File: src/rtl/stopwatch_pkg.sv
package stopwatch_pkg;

  // Milliseconds step: returns the next value within a modulus of limit.
  function automatic int unsigned ms_step(input int unsigned ms, input int unsigned limit);
    return (ms + 1 >= limit) ? 0 : ms + 1;
  endfunction

  // True when the milliseconds value is the last one before wrapping.
  function automatic logic ms_at_top(input int unsigned ms, input int unsigned limit);
    return (ms + 1 == limit);
  endfunction

endpackage

File: src/rtl/sw_line_tracker.sv
module sw_line_tracker #(
  parameter int LINE_W = 16
) (
  input  logic              clk,
  input  logic              rst,
  input  logic              tick_en,
  input  logic [LINE_W-1:0] line_num,
  output logic              line_was_zero
);
  logic [LINE_W-1:0] line_q;

  always_ff @(posedge clk or posedge rst) begin
    if (rst)          line_q <= '0;
    else if (tick_en) line_q <= line_num;
  end

  assign line_was_zero = (line_q == '0);
endmodule

File: src/rtl/sw_ms_counter.sv
module sw_ms_counter
  import stopwatch_pkg::*;
#(
  parameter int MS_LIMIT = 1000,
  parameter int MS_W     = $clog2(MS_LIMIT)
) (
  input  logic            clk,
  input  logic            rst,
  input  logic            clr_en,
  input  logic            step_en,
  output logic [MS_W-1:0] ms_q,
  output logic            wrap_en
);
  logic [MS_W-1:0] ms_nxt;

  always_comb begin
    ms_nxt  = MS_W'(ms_step(int'(ms_q), MS_LIMIT));
    wrap_en = step_en & ms_at_top(int'(ms_q), MS_LIMIT);
  end

  always_ff @(posedge clk or posedge rst) begin
    if (rst)          ms_q <= '0;
    else if (clr_en)  ms_q <= '0;
    else if (step_en) ms_q <= ms_nxt;
  end
endmodule

File: src/rtl/sw_sec_counter.sv
module sw_sec_counter #(
  parameter int SEC_W = 16
) (
  input  logic             clk,
  input  logic             rst,
  input  logic             clr_en,
  input  logic             inc_en,
  output logic [SEC_W-1:0] sec_q
);
  always_ff @(posedge clk or posedge rst) begin
    if (rst)         sec_q <= '0;
    else if (clr_en) sec_q <= '0;
    else if (inc_en) sec_q <= sec_q + 1'b1;
  end
endmodule

File: src/rtl/run_stopwatch.sv
module run_stopwatch #(
  parameter int LINE_W   = 16,
  parameter int MS_LIMIT = 1000,
  parameter int SEC_W    = 16,
  localparam int MS_W    = $clog2(MS_LIMIT)
) (
  input  logic              clk,
  input  logic              rst,
  input  logic              tick_en,
  input  logic [LINE_W-1:0] line_num,
  input  logic              run_mode,
  output logic [MS_W-1:0]   ms_count,
  output logic [SEC_W-1:0]  sec_count
);
  // Named internal events, visible to the checker
  logic line_was_zero;
  logic restart_ev;
  logic step_ev;
  logic carry_ev;

  sw_line_tracker #(.LINE_W(LINE_W)) u_line (
    .clk(clk), .rst(rst), .tick_en(tick_en),
    .line_num(line_num), .line_was_zero(line_was_zero)
  );

  assign restart_ev = tick_en & run_mode & line_was_zero;
  assign step_ev    = tick_en & run_mode & ~line_was_zero;

  sw_ms_counter #(.MS_LIMIT(MS_LIMIT), .MS_W(MS_W)) u_ms (
    .clk(clk), .rst(rst), .clr_en(restart_ev), .step_en(step_ev),
    .ms_q(ms_count), .wrap_en(carry_ev)
  );

  sw_sec_counter #(.SEC_W(SEC_W)) u_sec (
    .clk(clk), .rst(rst), .clr_en(restart_ev), .inc_en(carry_ev),
    .sec_q(sec_count)
  );
endmodule

File: config.mk
export PLATFORM = sky130hd
export DESIGN_NAME = run_stopwatch
export DESIGN_NICKNAME = d
export VERILOG_FILES = /design/src/rtl/stopwatch_pkg.sv /design/src/rtl/sw_line_tracker.sv /design/src/rtl/sw_ms_counter.sv /design/src/rtl/sw_sec_counter.sv /design/src/rtl/run_stopwatch.sv
export SDC_FILE = /design/constraint.sdc
export NUM_CORES = 1
export LEC_CHECK = 0
export BUFFER_PORTS_ARGS = -buffer_cell sky130_fd_sc_hd__buf_2
export CORE_MARGIN = 4
export CORE_UTILIZATION = 49
export DETAILED_ROUTE_END_ITERATION = 12
export MAX_ROUTING_LAYER = met4
export PLACE_DENSITY_LB_ADDON = 0.08
export SETUP_SLACK_MARGIN = 0.1
export SLEW_MARGIN = 20
export SYNTH_ARGS = -nofsm -noshare
export SYNTH_HDL_FRONTEND = slang
export SYNTH_SLANG_ARGS = --single-unit
File: constraint.sdc
create_clock -name clk -period 2.25 [get_ports clk]
set_input_delay 0.1125 -clock clk [delete_from_list [all_inputs] [get_ports clk]]
set_output_delay 0.1125 -clock clk [all_outputs]
set_load 0.01 [all_outputs]
Word level (Yosys, flattened, before mapping)
Cells that the tools add are included.
{ "totals": {"elab_cells": 20, "input_bits": 20, "reg_bits": 42} }
{ "classes": {"add_sub_neg": 2, "n_mux": 5, "bitwise_logic": 5, "magnitude_cmp": 1, "eq_ne": 1, "reduce_logical": 3} }
{ "op_table": {"columns": ["op", "count"], "rows": [
  ["2-to-1 mux 16 bit", 2],
  ["2-to-1 mux 10 bit", 3],
  ["adder 16 x 1 -> 16 bit, second input constant", 1],
  ["logical NOT 16 bit", 1],
  ["adder 10 x 1 -> 11 bit, second input constant", 1],
  ["equality test 11 x 10 -> 1 bit, second input constant", 1],
  ["greater-or-equal comparator 11 x 10 -> 1 bit, second input constant", 1],
  ["AND 1 bit", 4],
  ["nonzero test 2 bit", 2],
  ["NOT 1 bit", 1]
]} }

Longest topological paths before layout
{ "logic_depth": {"word_depth": 6, "ltp_mapped": 10} }

Modules after synthesis
From an unflattened synthesis, not the netlist that was laid out.
{ "unflattened": {"hier_cells": 210, "area_unflattened_um2": 2267.2} }
{ "modules_own_cells": {"columns": ["module", "cells_per_inst", "seq_area_each_um2", "area_per_inst_um2", "n_inst"], "rows": [
  ["sw_sec_counter", 82, 400.4, 808.3, 1],
  ["sw_ms_counter", 86, 250.2, 755.7, 1],
  ["sw_line_tracker", 40, 400.4, 686.9, 1],
  ["run_stopwatch", 2, 0.0, 16.3, 1]
]} }

Least setup slack after synthesis
No wires, ideal clock.
{ "synth_path": {"kind": "register to register", "startpoint": "reg u_ms.ms_q[0]", "endpoint": "reg u_sec.sec_q[6]", "synth_period_minus_slack_ps": 2298, "path_slack_ps": -48, "stages_incl_launch_ff": 11, "arrival_time_ps": 2220, "cell_sequence": "dfrtp_1 -> ha_1 -> buf_2 -> nand2_1 -> nor4b_1 -> o31a_1 -> buf_2 -> nand4_4 -> buf_6 -> or3_1 -> a21oi_1"} }
{ "synth_via": {"elab_chain_len": 4} }
{ "synth_lines": {"columns": ["item", "line_no", "rtl"], "rows": [
  ["start, declared", "sw_ms_counter.sv:11", "output logic [MS_W-1:0] ms_q,"],
  ["start signal, assigned", "sw_ms_counter.sv:24", "else if (step_en) ms_q <= ms_nxt;"],
  ["adder 10 x 1 -> 11 bit", null, null],
  ["equality test 11 x 10 -> 1 bit", "stopwatch_pkg.sv:10", "return (ms + 1 == limit);"],
  ["AND 1 bit", "sw_ms_counter.sv:18", "wrap_en = step_en & ms_at_top(int'(ms_q), MS_LIMIT);"],
  ["nonzero test 2 bit (no source line)", null, null],
  ["end signal, assigned", "sw_sec_counter.sv:13", "else if (inc_en) sec_q <= sec_q + 1'b1;"],
  ["end, declared", "sw_sec_counter.sv:8", "output logic [SEC_W-1:0] sec_q"]
]} }
Every way passes these cells.
A chain may end at the register's enable or synchronous reset.

Worst setup path after layout
{ "layout_path": {"startpoint": "reg u_ms.ms_q[0]", "endpoint": "reg u_sec.sec_q[15]"} }
The elaborated chain is that of the path after synthesis.

==> impl_metrics.yaml <==
grt:
  grt_max_degree: 43
  grt_pass1_vias: 1898
  grt_usage: 0.216
  grt-ovfl-total: 0
  antenna_found_initial: 0
  grt_pass1_wl_mm: 9.09
sta:
  period_needed_ns: 2.20
  setup_violations: 0
  relSlewSlack: 0.641
  final.period_utilization: 0.978
  fmax_mhz: 454
  worst_slew_pin_slew_ns: 0.539
  maxSlewViolCount: 0
  hold_viol_final: 0
  finalClockSkew_ns: 0.0117
  layout_setup_ws_ns: 0.0491
  rsz0062_at_grt: "true"
place:
  gp_congestion: 0.899
  pre_cts_slack_ns: -0.0541
  hpwl_mm: 3.81
  portBuffers: 45
run_status:
  status: "finished clean"
die:
  num_rows: 24
  num_io_pins: 46
  core_area_sq_um: 4380
  die_w_microns: 75.6
  die_area_sq_um: 5720
  die_y_microns: 75.6
  start_util: 0.511
synth:
  synthFlopType: "dfrtp_1"
  ys_seq_elements: 42
  synth_area_per_cell_sq_um: 10.5
  yosys-top-cells-area: "dfrtp_1 (47%), mux2_2 (9.1%), nand2_1 (3.2%)"
  yosysTopAreaCell: "dfrtp_1"
  yosysTopAreaCellShare: 0.469
  syn_area_sq_um: 2240
  synth-edff-count: 0
  netlist_top_cells_count: "dfrtp_1 (42), nand2_1 (19), mux2_2 (18)"
  synthDistinctLibCells: 46
  yosysMostFrequentCell: "dfrtp_1"
  syn_nets: 236
  ys_warn_count: 0
  seq_area_frac_synth: 0.469
  synthCells: 214
  synthArstFlopShare: 1.00
layout:
  antenna_cells: 0
  area_growth_pct: 40.8
  layout-drive-gt1-share: 0.528
  regArea_sq_um: 1060
  multiInputGateArea_sq_um: 1300
  nets: 320
  fillers: 317
routing:
  vias: 2050
  drc: 0
  drt_iter0_markers: 163
  drt_pass1_iterations: 4
  viasPerCell: 5.84
  wl_mm: 5.97
  drtAntennaViolNets: 0
  wire_per_inst_microns: 17.0
clocking:
  cts_buffers: 5
  cts_tree: "built"
  clk_latency_ns: 0.30
  h-tree-depth: 2
  clock-sinks: 42
  cts_buffer_depth: 2
  clock-root-buffer: "clkbuf_8"
  clk_pin_slew_worst_paths_ns: 0.09
worst_setup_path:
  critPathRequiredTime_ns: 2.48
  cp_slowest_stage_delay_ns: 0.50
  cp-end-kind: "flip-flop"
  cp_slowest_cell: "or4_4"
  path_cells: "ha_4 -> nand4b_1 -> or4_4 -> nand4_4 -> nand4_4 -> or4_4 -> a21oi_2"
  path_max_fanout: 5
  crit_type: "reg -> reg"
  critical_path_arrival_ns: 2.44
  cp-start-kind: "flip-flop"
worst_hold_path:
  min_path_type: "in -> reg"
power_and_ir_drop:
  vdd_drop_max_uv: 537
  p_leak_uw: 0.00144
  power_uw: 2110
  power_density_nw_per_um2: 667
flow_run:
  maxCapViolations: 0
==> power breakdown <==
part	switching [uW]	internal (uW)
sequential	80.3	822
combinational	243	221
clock	266	473
==> through the flow <==
step                utilization  TNS [ns]  cell area [sq um]  hold slack (ns)  instances
floorplan                     -         0               2250            0.264        214
global placement          0.606         0               2660            0.272        324
detailed placement        0.606    -0.107               2660            0.283        324
CTS                       0.672  -0.00209               2950           0.0392        344
global route              0.719   -0.0511               3150           0.0399        351
finish                    0.719         0               3150           0.0486        351
==> layout by cell type, fill, tap and decap left out, drive strengths merged, types with 8 or more instances in the layout <==
cell,count
or3,10
nand4,9
nand3,8
nand2,19
o21ai,11
buf,86
dfrtp,42
a31oi,11
mux2,18
a21oi,14
==> routing by layer <==
metal  vias to the layer above  share of wire  GRT usage
met5                         -              0          -
met4                         0          0.012     0.0602
met3                         7          0.051     0.0435
met2                        67           0.48      0.328
met1                       997           0.46      0.294
li1                        979              -          -
==> worst max-delay path, delay by kind of cell (launching register included) <==
family | cells | cell delay, ns
simple gates | 5 | 1.39
compound gates | 1 | 0.13
fa+ha+maj | 1 | 0.18
flops | 1 | 0.43
==> flip-flops by register name (all words and copies together) (netlist names) <==
register	flops
u_sec.sec_q	16
u_ms.ms_q	10
u_line.line_q	16
==> worst paths after layout <==
kind / slack (ns) / startpoint / to / cells past startpoint
worst max register to register: 0.05 / u_ms.ms_q[0]$_DFFE_PP0P_ / u_sec.sec_q[15]$_DFFE_PP0P_ / 7
max in group asynchronous: 1.34 / rst / u_ms.ms_q[0]$_DFFE_PP0P_ / 4
worst max-delay path: 0.05 / u_ms.ms_q[0]$_DFFE_PP0P_ / u_sec.sec_q[15]$_DFFE_PP0P_ / 7
worst min-delay path: 0.05 / line_num[11] / u_line.line_q[11]$_DFFE_PP0P_ / 2
worst min register to register: 0.51 / u_sec.sec_q[10]$_DFFE_PP0P_ / u_sec.sec_q[10]$_DFFE_PP0P_ / 1
min in group asynchronous: 0.50 / rst / u_sec.sec_q[10]$_DFFE_PP0P_ / 4
==> cell families (layout without fill, tap and decap cells) <==
group | Yosys count | count (layout) | share of synthesized area
compound gates | 52 | 52 | 0.145
mux | 20 | 20 | 0.0994
xor+xnor | 2 | 2 | 0.00782
fa+ha+maj | 2 | 2 | 0.0112
simple gates | 79 | 80 | 0.230
buf+inv | 17 | 101 | 0.0374
flops | 42 | 42 | 0.469
==> layout make-up <==
class | instances | share of cell area
multi-input cells | 156 | 0.412
repair buffers | 87 | 0.180
flip-flops and latches | 42 | 0.335
inverters | 6 | 0.00714
clock inverters | 2 | 0.0190
well taps | 52 | 0.0206
clock buffers | 6 | 0.0262
==> repair_timing <==
action,CTS,global route
hold buffers,1,0
pin swaps,9,12
resized for setup,12,38
setup buffers,10,7
gates cloned,1,1
setup endpoints to repair,12,20
endpoints found under the hold margin,42,0
Note: power is estimated with default switching activity, not from simulation.
